`config.mk`:
```
export PLATFORM = sky130hd
export DESIGN_NAME = interval_counter_channel
export DESIGN_NICKNAME = d
export VERILOG_FILES = /design/src/rtl/interval_counter_channel.sv
export SDC_FILE = /design/constraint.sdc
export NUM_CORES = 1
export LEC_CHECK = 0
export ABC_CLOCK_PERIOD_IN_PS = 8940
export BUFFER_PORTS_ARGS = -buffer_cell sky130_fd_sc_hd__buf_2
export CORE_MARGIN = 1.5
export CORE_UTILIZATION = 37
export CTS_CLUSTER_DIAMETER = 30
export CTS_CLUSTER_SIZE = 25
export DETAILED_ROUTE_END_ITERATION = 16
export GPL_TIMING_DRIVEN = 1
export PLACE_DENSITY = 0.52
export SLEW_MARGIN = 20
export SYNTH_ARGS = -nofsm -noshare
export SYNTH_HDL_FRONTEND = slang
export SYNTH_SLANG_ARGS = --single-unit
```
`constraint.sdc`:
```
create_clock -name clk -period 8.94 [get_ports clk]
set_input_delay 0 -clock clk [delete_from_list [all_inputs] [get_ports clk]]
set_output_delay 0 -clock clk [all_outputs]
set_load 0.02 [all_outputs]
```
`src/rtl/interval_counter_channel.sv`:
```
module interval_counter_channel (
  input  logic        clk,
  input  logic        rst_n,
  input  logic        ctl_wr,
  input  logic [2:0]  ctl_mode,
  input  logic        ctl_bcd,
  input  logic        cnt_wr,
  input  logic [15:0] cnt_in,
  input  logic        run_ctl,
  output logic        wave_out,
  output logic [15:0] count
);
  logic [2:0]  mode_q;
  logic        bcd_q, armed, run, rc_q, out_q;
  logic [15:0] cnt_q, init_q, dec;
  logic [16:0] ph_q, len, hi, bcd_bin;
  logic [2:0]  mode_n;
  logic        rise, edge_mode, lvl_mode, load_now, fire, en;

  function automatic logic [15:0] bcd_dec(input logic [15:0] v);
    logic [15:0] r;
    logic        brw;
    r   = v;
    brw = 1'b1;
    for (int i = 0; i < 4; i++) begin
      if (brw) begin
        if (r[4*i +: 4] == 4'd0) r[4*i +: 4] = 4'd9;
        else begin
          r[4*i +: 4] = r[4*i +: 4] - 4'd1;
          brw = 1'b0;
        end
      end
    end
    return r;
  endfunction

  assign dec     = bcd_q ? bcd_dec(cnt_q) : cnt_q - 16'd1;
  assign bcd_bin = 17'(init_q[15:12]) * 17'd1000 + 17'(init_q[11:8]) * 17'd100
                 + 17'(init_q[7:4]) * 17'd10 + 17'(init_q[3:0]);
  assign len     = (init_q == 16'd0) ? (bcd_q ? 17'd10000 : 17'd65536)
                                     : (bcd_q ? bcd_bin : {1'b0, init_q});
  assign hi      = (len + 17'd1) >> 1;

  assign mode_n    = (ctl_mode[2:1] == 2'b11) ? {1'b0, ctl_mode[1:0]} : ctl_mode;
  assign rise      = run_ctl & ~rc_q;
  assign edge_mode = (mode_q == 3'd1) || (mode_q == 3'd5);
  assign lvl_mode  = (mode_q == 3'd0) || (mode_q == 3'd2) || (mode_q == 3'd3);
  assign load_now  = cnt_wr && ((mode_q == 3'd0) || (mode_q == 3'd4) ||
                                (((mode_q == 3'd2) || (mode_q == 3'd3)) && !armed));
  assign fire      = edge_mode && armed && rise;
  assign en        = run && (run_ctl || !lvl_mode);

  always_ff @(posedge clk or negedge rst_n) begin
    if (!rst_n) begin
      mode_q <= 3'd0;
      bcd_q  <= 1'b0;
      armed  <= 1'b0;
      run    <= 1'b0;
      rc_q   <= 1'b0;
      out_q  <= 1'b1;
      cnt_q  <= 16'd0;
      init_q <= 16'd0;
      ph_q   <= 17'd0;
    end else begin
      rc_q <= run_ctl;
      if (ctl_wr) begin
        mode_q <= mode_n;
        bcd_q  <= ctl_bcd;
        armed  <= 1'b0;
        run    <= 1'b0;
        out_q  <= (mode_n != 3'd0);
      end else begin
        if (cnt_wr) begin
          init_q <= cnt_in;
          armed  <= 1'b1;
        end
        if (load_now) begin
          cnt_q <= cnt_in;
          ph_q  <= 17'd0;
          run   <= 1'b1;
          out_q <= (mode_q != 3'd0);
        end else if (fire) begin
          cnt_q <= init_q;
          run   <= 1'b1;
          out_q <= (mode_q == 3'd5);
        end else if (en) begin
          case (mode_q)
            3'd0: begin
              cnt_q <= dec;
              if (dec == 16'd0) out_q <= 1'b1;
            end
            3'd1: begin
              cnt_q <= dec;
              if (dec == 16'd0) begin
                out_q <= 1'b1;
                run   <= 1'b0;
              end
            end
            3'd2: begin
              if (cnt_q == 16'd1) begin
                cnt_q <= init_q;
                out_q <= 1'b1;
              end else begin
                cnt_q <= dec;
                out_q <= (dec != 16'd1);
              end
            end
            3'd3: begin
              if (cnt_q == 16'd1) begin
                cnt_q <= init_q;
                ph_q  <= 17'd0;
                out_q <= 1'b1;
              end else begin
                cnt_q <= dec;
                ph_q  <= ph_q + 17'd1;
                out_q <= ((ph_q + 17'd1) < hi);
              end
            end
            default: begin
              if (!out_q) begin
                out_q <= 1'b1;
                run   <= 1'b0;
              end else begin
                cnt_q <= dec;
                if (dec == 16'd0) out_q <= 1'b0;
              end
            end
          endcase
        end
      end
    end
  end

  assign wave_out = out_q;
  assign count    = cnt_q;

  AST_IDLE_UNARMED: assert property (@(posedge clk) disable iff (!rst_n)
    (!armed && !cnt_wr && !ctl_wr) |=> ($stable(count) && $stable(wave_out)));
  AST_BCD_DIGITS: assert property (@(posedge clk) disable iff (!rst_n)
    (bcd_q && run) |-> (count[3:0] <= 4'd9 && count[7:4] <= 4'd9 &&
                        count[11:8] <= 4'd9 && count[15:12] <= 4'd9));
  AST_DELAY_HOLD: assert property (@(posedge clk) disable iff (!rst_n)
    (mode_q == 3'd0 && !run_ctl && !ctl_wr && !cnt_wr) |=> ($stable(count) && $stable(wave_out)));
  AST_ONESHOT_START: assert property (@(posedge clk) disable iff (!rst_n)
    (mode_q == 3'd1 && armed && run_ctl && !rc_q && !ctl_wr) |=> (!wave_out && count == $past(init_q)));
  AST_RATE_ONE_LOW: assert property (@(posedge clk) disable iff (!rst_n)
    (mode_q == 3'd2 && !wave_out && run_ctl && !ctl_wr) |=> wave_out);
  AST_STROBE_ONE_LOW: assert property (@(posedge clk) disable iff (!rst_n)
    ((mode_q == 3'd4 || mode_q == 3'd5) && !wave_out && !ctl_wr && !cnt_wr) |=> wave_out);
endmodule

```
==> results of run 1 <==
metal layers:
metal  wire, microns  vias up
li1                -     2817
met1            8402     2759
met2            7985      144
met3             905       17
met4             222        0
met5               0        -
power by group through the flow:
stage	registers, mW	logic (mW)	clock network (mW)
after floorplan	0.426	1.17	0
after global placement	0.438	1.47	0
after detailed placement	0.442	1.49	0
after CTS	0.437	1.52	0.427
after global routing	0.453	1.74	0.437
final	0.440	1.52	0.420
cells in the final DEF (no fill, tap or decap), types with 11 or more instances in the layout:
cell	n
a21oi_1	51
dfrtp_1	56
o21ai_0	46
nand4_1	11
buf_2	41
nand2b_1	18
xnor2_1	28
nor2_1	70
mux2_2	13
dlygate4sd3_1	25
a211oi_1	15
xor2_1	19
inv_1	48
fa_1	17
nand3_1	25
nor3_1	12
ha_1	75
nand2_1	78
sequential cells by signal (all words and copies together), names as in the netlist:
| signal | cells |
|---|---|
| run | 1 |
| armed | 1 |
| rc_q | 1 |
| bcd_q | 1 |
| count | 16 |
| mode_q | 3 |
| wave_out | 1 |
| init_q | 16 |
| ph_q | 17 |
through the flow:
stage                     cells  hold slack, ps  setup slack (ps)  area [sq um]
after floorplan             762          -295.6              2750          6304
final                      1036           331.0              2083          7264
after detailed placement    995           147.0              2122          6654
after global placement      995           143.5              2235          6654
after global routing       1036           367.6              1419          7264
after CTS                  1036           352.1              2080          7259
worst max path at each step:
| stage | startpoint | end | slack, ps |
|---|---|---|---|
| after floorplan | init_q[13]$_DFFE_PN0P_ | wave_out$_DFFE_PN1P_ | 2750 |
| after global placement | init_q[13]$_DFFE_PN0P_ | wave_out$_DFFE_PN1P_ | 2240 |
| after detailed placement | init_q[13]$_DFFE_PN0P_ | wave_out$_DFFE_PN1P_ | 2120 |
| after CTS | init_q[13]$_DFFE_PN0P_ | wave_out$_DFFE_PN1P_ | 2080 |
| after global routing | init_q[13]$_DFFE_PN0P_ | wave_out$_DFFE_PN1P_ | 1420 |
| final | init_q[13]$_DFFE_PN0P_ | wave_out$_DFFE_PN1P_ | 2080 |
cell families (layout without fill, tap and decap cells):
kind of cell    after synthesis  after routing  synth area share
buf+inv                      83            137           0.05796
fa+ha+maj                    92             92            0.2029
xor+xnor                     47             47           0.06530
compound gates              187            187            0.1910
flops                        57             57            0.2265
mux                          19             19           0.03354
simple gates                277            277            0.2229
cell type report:
cell class,instances,area share
inverter,49,0.02532
clock inverter,4,0.01361
clock buffer,12,0.03531
timing repair buffer,72,0.06889
sequential,57,0.1965
multi-input combinational,622,0.6225
tap,220,0.03789
critical path, cell delays in order (launching register included):
cell	delay, ps
dfrtp_1	530
fa_1	680
inv_1	100
fa_1	500
inv_1	40
ha_1	340
a21o_1	170
a21oi_1	220
xnor2_1	150
ha_1	260
ha_1	300
ha_1	240
or4_1	510
nand3_1	130
xor2_1	70
o21ai_0	340
nand3_1	230
nor3_1	270
xor2_1	180
ha_1	260
o21ai_0	90
o21ai_0	120
a2111oi_0	400
a21oi_1	150
o31ai_1	260
a211oi_1	70
o211ai_1	180
==> flow_summary.toml, run 1 <==
[power_and_ir_drop]
p_switching_mw = 1.114
p_per_area_nw_per_um2 = 327.9
p_leak_nw = 3.260
netSwitchingFraction = 0.4675
pwr-share-comb = 0.639
power_frac_seq = 0.185
clockPowerShare = 0.176
p_int_mw = 1.268
power_mw = 2.382
peakVddDrop_mv = 0.1572

[setup_path]
worstSetupPathType = "reg2reg"
worstSetupStartpointType = "flip-flop"
r2r_cells = 26
endpoint_kind = "flip-flop"
reg2reg_slack_ps = 2080
arrival_ps = 7120
cp.required_ps = 9210
crit_fanout = 10
r2r_end = "wave_out$_DFFE_PN1P_"
worstReg2RegStart = "init_q[13]$_DFFE_PN0P_"

[sta]
fin_skew_ps = 8.059
fin_setup_tns_ps = 0
rsz0062_at_grt = "no"
fmax_ghz = 0.1458
setup_viol = 0
period_share = 0.7670
worst_slew_pin_slew_ps = 775.9
maxSlewHeadroom = 0.4780
hold_violations = 0
slew_viol_final = 0
fin_crit_ps = 6857

[cts]
numCtsBuffers = 9
cts_max_path_buffers = 2
h-tree-depth = 3
cts_resized = 0
cts_tree = "yes"
clock-root-buffer = "clkbuf_16"
cts_sinks = 57
post-cts-setup-buffer-count = 0
clk_latency_ps = 340
ctsHoldBuffers = 25
cts.clk_slew.worst_paths_ps = 60

[logic_synthesis]
synth_area_leaders = "dfrtp_1 (22%), ha_1 (15%), fa_1 (5.4%)"
ys_seq_elements = 57
yosysMostFrequentCell = "nand2_1"
yosysTopAreaCellShare = 0.2223
syn_area_per_cell_sq_um = 8.272
async_reset_ff_frac = 1.000
syn-cell-area_sq_um = 6304
ys.warnings.count = 0
seq_area_frac_synth = 0.2265
netlist-cell-type-count = 84
ys_top_cells_by_count = "nand2_1 (78), ha_1 (75), nor2_1 (70)"
synth_flop_cell = "dfrtp_1"
synthCells = 762
syn-num-nets = 879
synth-edff-count = 0
synth_top_area_cell = "dfrtp_1"

[route]
drt-vias-per-instance = 5.538
drt-initial-drc-count = 307
first_pass_iters = 5
vias = 5737
wirelength_microns = 17520
antenna_left = 0
drc = 0
wl_per_cell_microns = 16.91

[layout]
area_delta_synth_final_pct = 15.24
fin_util = 0.4365
seqCellArea_sq_um = 1428
fill_cells = 1655
multiInputGateArea_sq_um = 4522
drive_gt1_frac = 0.1275
fin_nets = 928
n_antenna_cell = 0

[global_route]
grt_max_degree = 58
use_met2 = 0.3207
grt.overflow.total = 0
busiest_layer = "met2"
grtUsageTotal = 0.2024
grt_pass1_vias = 5662
globalRouteMet3Util = 0.03387
grt_pass1_wl_microns = 28670
antenna_found_initial = 0
grtUsageMet1 = 0.2840

[place]
numPortBuffers = 41
place_congestion = 0.8794
post-dp-hpwl_microns = 13520

[floorplan]
die_w_microns = 133.5
start_util = 0.3788
die_area_sq_um = 17830
io_pins = 42
die_h_microns = 133.5
coreArea_sq_um = 16640
std_cell_rows = 47

[outcome]
status = "complete, no violations"

[run]
cap_violations = 0

[min_path]
hold_path.class = "in2async"
Power figures use the tool's default switching activity.
==> run 2: changes to the inputs <==
Settings changed: ABC_CLOCK_PERIOD_IN_PS 8940 to 6100, PLACE_DENSITY 0.52 to 0.54.
Clock period 8.94 ns to 6.1 ns, I/O delays scaled along.
==> flow_summary.toml, run 2 (synthesized netlist as in run 1, its figures left out) <==
[outcome]
status = "complete, no violations"

[sta]
worst_slew_pin_slew_ps = 1041
maxSlewHeadroom = 0.3032
slew_viol_final = 0
fin_crit_ps = 6091
layout_setup_ws_ps = 9.329
fmax_ghz = 0.1642
setup_viol = 0
period_share = 0.9985
fin_skew_ps = 6.863
hold_violations = 0
rsz0062_at_grt = "yes"
holdWs_ps = 23.04

[layout]
drive_gt1_frac = 0.2382
largest-register = "ph_q"
fin_util = 0.4727
stdcell_area_sq_um = 7866
fill_cells = 1680
area_delta_synth_final_pct = 24.79
n_antenna_cell = 0
final_common_cell = "nand2_1"
largest_reg_flops = 17
reg_top3 = "ph_q x17, count x16, init_q x16"
fin_nets = 977
final_cell_mix = "nand2_1 (76), nor2_1 (68), ha_1 (65)"

[power_and_ir_drop]
peakVddDrop_mv = 0.2574
p_per_area_nw_per_um2 = 519.5
p_leak_nw = 3.509

[floorplan]
start_util = 0.3788
io_pins = 42
std_cell_rows = 47
die_h_microns = 133.5
die_w_microns = 133.5
coreArea_sq_um = 16640
die_area_sq_um = 17830

[place]
pre_cts_slack_ps = -329.5
place_congestion = 0.8689
post-dp-hpwl_microns = 14010
postPlaceCellArea_sq_um = 6992
numPortBuffers = 41

[setup_path]
slowest_stage = "fa_1"
arrival_ps = 6360
cp.required_ps = 6370
crit_fanout = 3
worstSetupPathType = "reg2reg"
endpoint_kind = "flip-flop"
worstSetupStartpointType = "flip-flop"
crit_family = "adder cells"
critPathMaxStageDelay_ps = 540
critPathBufInv = 4

[global_route]
grt_pass1_vias = 5746
grtUsageTotal = 0.2040
grt.overflow.total = 0
grt_pass1_wl_microns = 28960
antenna_found_initial = 0
grt_max_degree = 58

[cts]
clock-root-buffer = "clkbuf_16"
cts_max_path_buffers = 2
numCtsBuffers = 9
clk_latency_ps = 340
cts_tree = "yes"
cts.clk_slew.worst_paths_ps = 60
cts_sinks = 57
h-tree-depth = 3

[route]
wl_per_cell_microns = 16.82
drt-initial-drc-count = 243
drt-vias-per-instance = 5.463
vias = 5927
antenna_left = 0
first_pass_iters = 5
drc = 0
wirelength_microns = 18250

[min_path]
hold_path.class = "in2reg"

[run]
cap_violations = 0
-- run 2: cell types whose count changed in the layout (fill, tap and decap cells not counted), moves of 4 or more --
cell	before	now
inv_1	48	44
buf_4	6	53
inv_2	0	4
ha_1	75	65
o21ai_0	46	39
ha_4	0	8
o21ai_2	0	6
-- run 2: final timing paths --
| kind | start | endpoint | slack (ps) | depth (start not counted) |
|---|---|---|---|---|
| max | init_q[13]$_DFFE_PN0P_ | wave_out$_DFFE_PN1P_ | 9 | 25 |
| min | cnt_in[14] | init_q[14]$_DFFE_PN0P_ | 20 | 3 |
| max reg2reg | init_q[13]$_DFFE_PN0P_ | wave_out$_DFFE_PN1P_ | 9 | 25 |
| min reg2reg | ph_q[15]$_DFFE_PN0P_ | ph_q[15]$_DFFE_PN0P_ | 480 | 2 |
| max in group asynchronous | rst_n | init_q[13]$_DFFE_PN0P_ | 5190 | 3 |
| min in group asynchronous | rst_n | ph_q[15]$_DFFE_PN0P_ | 330 | 3 |
-- run 2: stage by stage --
step                cells  total power, mW  TNS (ps)
floorplan             762            2.340         0
global placement     1040            3.095    -173.2
detailed placement   1040            3.130    -329.5
CTS                  1081            3.746         0
global route         1085            4.448    -333.8
finish               1085            4.086         0
-- run 2: metal layers --
metal,vias to the layer above,part of all wire,routed length [microns],GRT usage
li1,2915,-,-,-
met1,2866,0.48,8848,0.2890
met2,125,0.47,8490,0.3230
met3,21,0.034,619,0.02778
met4,0,0.016,289,0.06159
met5,-,0,0,0
-- run 2: cell type report --
class	count	area, sq um	area share
repair buffers	121	877.1	0.1115
multi-input cells	622	4828	0.6138
inverters	49	183.9	0.02338
clock buffers	9	225.2	0.02863
clock inverters	7	46.29	0.005885
well taps	220	275.3	0.03499
flip-flops and latches	57	1430	0.1818
-- run 2: repair_timing --
action / in CTS / in global routing
pin swaps: 10 / 34
endpoints found under the hold margin: 84 / 0
resized for setup: 19 / 51
setup endpoints to repair: 1 / 1
setup buffers: 1 / 4
hold buffers: 24 / 0
-- run 2: worst reg2reg max path: cells and delay by family (launching register included) --
family | cells | cell delay (ps)
flip-flops | 1 | 430
AO/OA/AOI/OAI | 8 | 1420
adder cells (fa/ha/maj) | 7 | 2620
AND/OR/NAND/NOR | 5 | 1140
XOR/XNOR | 1 | 80
buffers and inverters | 4 | 340
-- run 2: power breakdown --
part	total (mW)	switching (mW)	leakage [nW]	internal (mW)
Sequential	0.631	0.173	0.700	0.458
Clock	0.466	0.193	0.128	0.273
Combinational	2.99	1.54	2.68	1.45
Total	4.09	1.91	3.51	2.18
==> run 3: changes to the inputs <==
Settings changed: CORE_UTILIZATION 37 to 45, PLACE_DENSITY 0.54 to 0.64, TNS_END_PERCENT set to 5.
==> flow_summary.toml, run 3 (synthesized netlist as in run 1, its figures left out) <==
[outcome]
status = "complete, no violations"

[layout]
reg_top3 = "ph_q x17, count x16, init_q x16"
fill_cells = 1235
seqCellArea_sq_um = 1431
drive_gt1_frac = 0.2471
multiInputGateArea_sq_um = 4880
largest_reg_flops = 17
area_delta_synth_final_pct = 25.09
final_cell_mix = "nand2_1 (76), nor2_1 (68), ha_1 (64)"
fin_nets = 978
final_common_cell = "nand2_1"
largest-register = "ph_q"
n_antenna_cell = 0

[power_and_ir_drop]
peakVddDrop_mv = 0.2871
p_int_mw = 2.307
power_frac_seq = 0.148
clockPowerShare = 0.114
netSwitchingFraction = 0.4587
pwr-share-comb = 0.739
p_switching_mw = 1.955
p_leak_nw = 3.537
p_per_area_nw_per_um2 = 540.5

[cts]
cts_tree = "yes"
clk_latency_ps = 340
numCtsBuffers = 9
cts_max_path_buffers = 2
cts_sinks = 57
clock-root-buffer = "clkbuf_16"
cts.clk_slew.worst_paths_ps = 60
h-tree-depth = 3

[place]
numPortBuffers = 41
post-dp-hpwl_microns = 13260
pre_cts_slack_ps = -390.5
place_congestion = 0.9185

[global_route]
globalRouteMet3Util = 0.04323
use_met2 = 0.3990
grt_pass1_wl_microns = 28570
antenna_found_initial = 0
grtUsageMet1 = 0.3370
grt_pass1_vias = 5750
grt.overflow.total = 0
busiest_layer = "met2"
grt_max_degree = 58
grtUsageTotal = 0.2437

[floorplan]
start_util = 0.4577
coreArea_sq_um = 13770
die_h_microns = 121.4
std_cell_rows = 43
io_pins = 42
die_area_sq_um = 14730
die_w_microns = 121.4

[setup_path]
worstReg2RegStart = "init_q[13]$_DFFE_PN0P_"
arrival_ps = 6260
worstSetupPathType = "reg2reg"
crit_fanout = 4
reg2reg_slack_ps = 100
r2r_end = "wave_out$_DFFE_PN1P_"
worstSetupStartpointType = "flip-flop"
endpoint_kind = "flip-flop"
cp.required_ps = 6360
r2r_cells = 25

[sta]
fmax_ghz = 0.1667
maxSlewHeadroom = 0.4239
slew_viol_final = 0
period_share = 0.9836
hold_violations = 0
worst_slew_pin_slew_ps = 864.2
rsz0062_at_grt = "yes"
fin_setup_tns_ps = 0
setup_viol = 0
fin_crit_ps = 6000
layout_setup_ws_ps = 100.3
fin_skew_ps = 9.706

[min_path]
min_delay_path_depth = 3
hold_path.class = "in2reg"
min_from = "cnt_in[15]"
holdPathEnd = "count[15]$_DFFE_PN0P_"

[route]
wirelength_microns = 17770
drc = 0
wl_per_cell_microns = 16.99
antenna_left = 0
first_pass_iters = 5
drt-vias-per-instance = 5.772
drt-initial-drc-count = 404
vias = 6038

[run]
cap_violations = 0
==> run 3: changes by cell type in the layout (fill, tap and decap cells not counted), sizes merged <==
cell         before  now
clkbuf            9   10
buf              97  100
clkinvlp          3    2
dlygate4sd3      24   22
==> run 3: layer usage <==
metal,wire length (microns),share of wire
met1,8042,0.45
met2,8470,0.48
met3,1035,0.058
met4,225,0.013
met5,0,0
==> run 3: per-stage QoR <==
stage                     instances  hold slack [ps]    util  power [mW]  cell area [sq um]
after global routing           1046            32.60  0.5725       4.624               7885
final                          1046            9.435  0.5725       4.262               7885
after detailed placement        995            152.2  0.5018       3.101               6912
after floorplan                 762           -295.6       -       2.340               6304
after CTS                      1038           0.6936  0.5498       3.817               7572
after global placement          995            147.2  0.5013       3.051               6904
==> run 3: layout make-up <==
cell class                      instances  share of cell area
Multi-Input combinational cell        622              0.6189
Sequential cell                        57              0.1815
Timing Repair Buffer                  122              0.1120
Tap cell                              180             0.02856
Clock inverter                          6            0.005395
Clock buffer                           10             0.03031
Inverter                               49             0.02333
==> run 3: timing repair <==
item                                    in CTS  in global routing
pin swaps                                   10                 39
resized for setup                           26                 53
hold buffers                                22                  0
endpoints found under the hold margin       79                  0
endpoints found under the setup margin       1                  1
setup buffers                                5                  8
gates cloned                                 0                  0
==> run 3: critical path: stages, from the launching register on <==
cell and delay [ps]:
dfrtp_2 450, buf_6 140, ha_4 160, fa_1 540, inv_2 50, fa_2 520, inv_2 40, fa_1 540
ha_4 220, ha_4 280, buf_6 100, and4_4 210, or3_4 120, a31oi_1 90, or2_1 240, or3_4 410
nor2_4 110, xnor2_2 120, ha_1 270, a211oi_2 260, o21ai_2 120, a2111oi_4 340, a21oi_2 100, o31ai_1 250
a211oi_1 80, o211ai_1 180
==> run 3: worst max-delay path by stage <==
stage / from / end
2_1_floorplan: init_q[13]$_DFFE_PN0P_ / wave_out$_DFFE_PN1P_
3_3_place_gp: init_q[13]$_DFFE_PN0P_ / wave_out$_DFFE_PN1P_
3_5_place_dp: init_q[13]$_DFFE_PN0P_ / wave_out$_DFFE_PN1P_
4_1_cts: init_q[13]$_DFFE_PN0P_ / wave_out$_DFFE_PN1P_
5_1_grt: init_q[14]$_DFFE_PN0P_ / wave_out$_DFFE_PN1P_
6_report: init_q[13]$_DFFE_PN0P_ / wave_out$_DFFE_PN1P_
==> run 3: power by group through the flow <==
stage / registers (mW) / clock network (mW) / logic, mW
floorplan: 0.625 / 0 / 1.72
global placement: 0.622 / 0 / 2.43
detailed placement: 0.630 / 0 / 2.47
CTS: 0.624 / 0.490 / 2.70
global route: 0.646 / 0.506 / 3.47
finish: 0.630 / 0.484 / 3.15
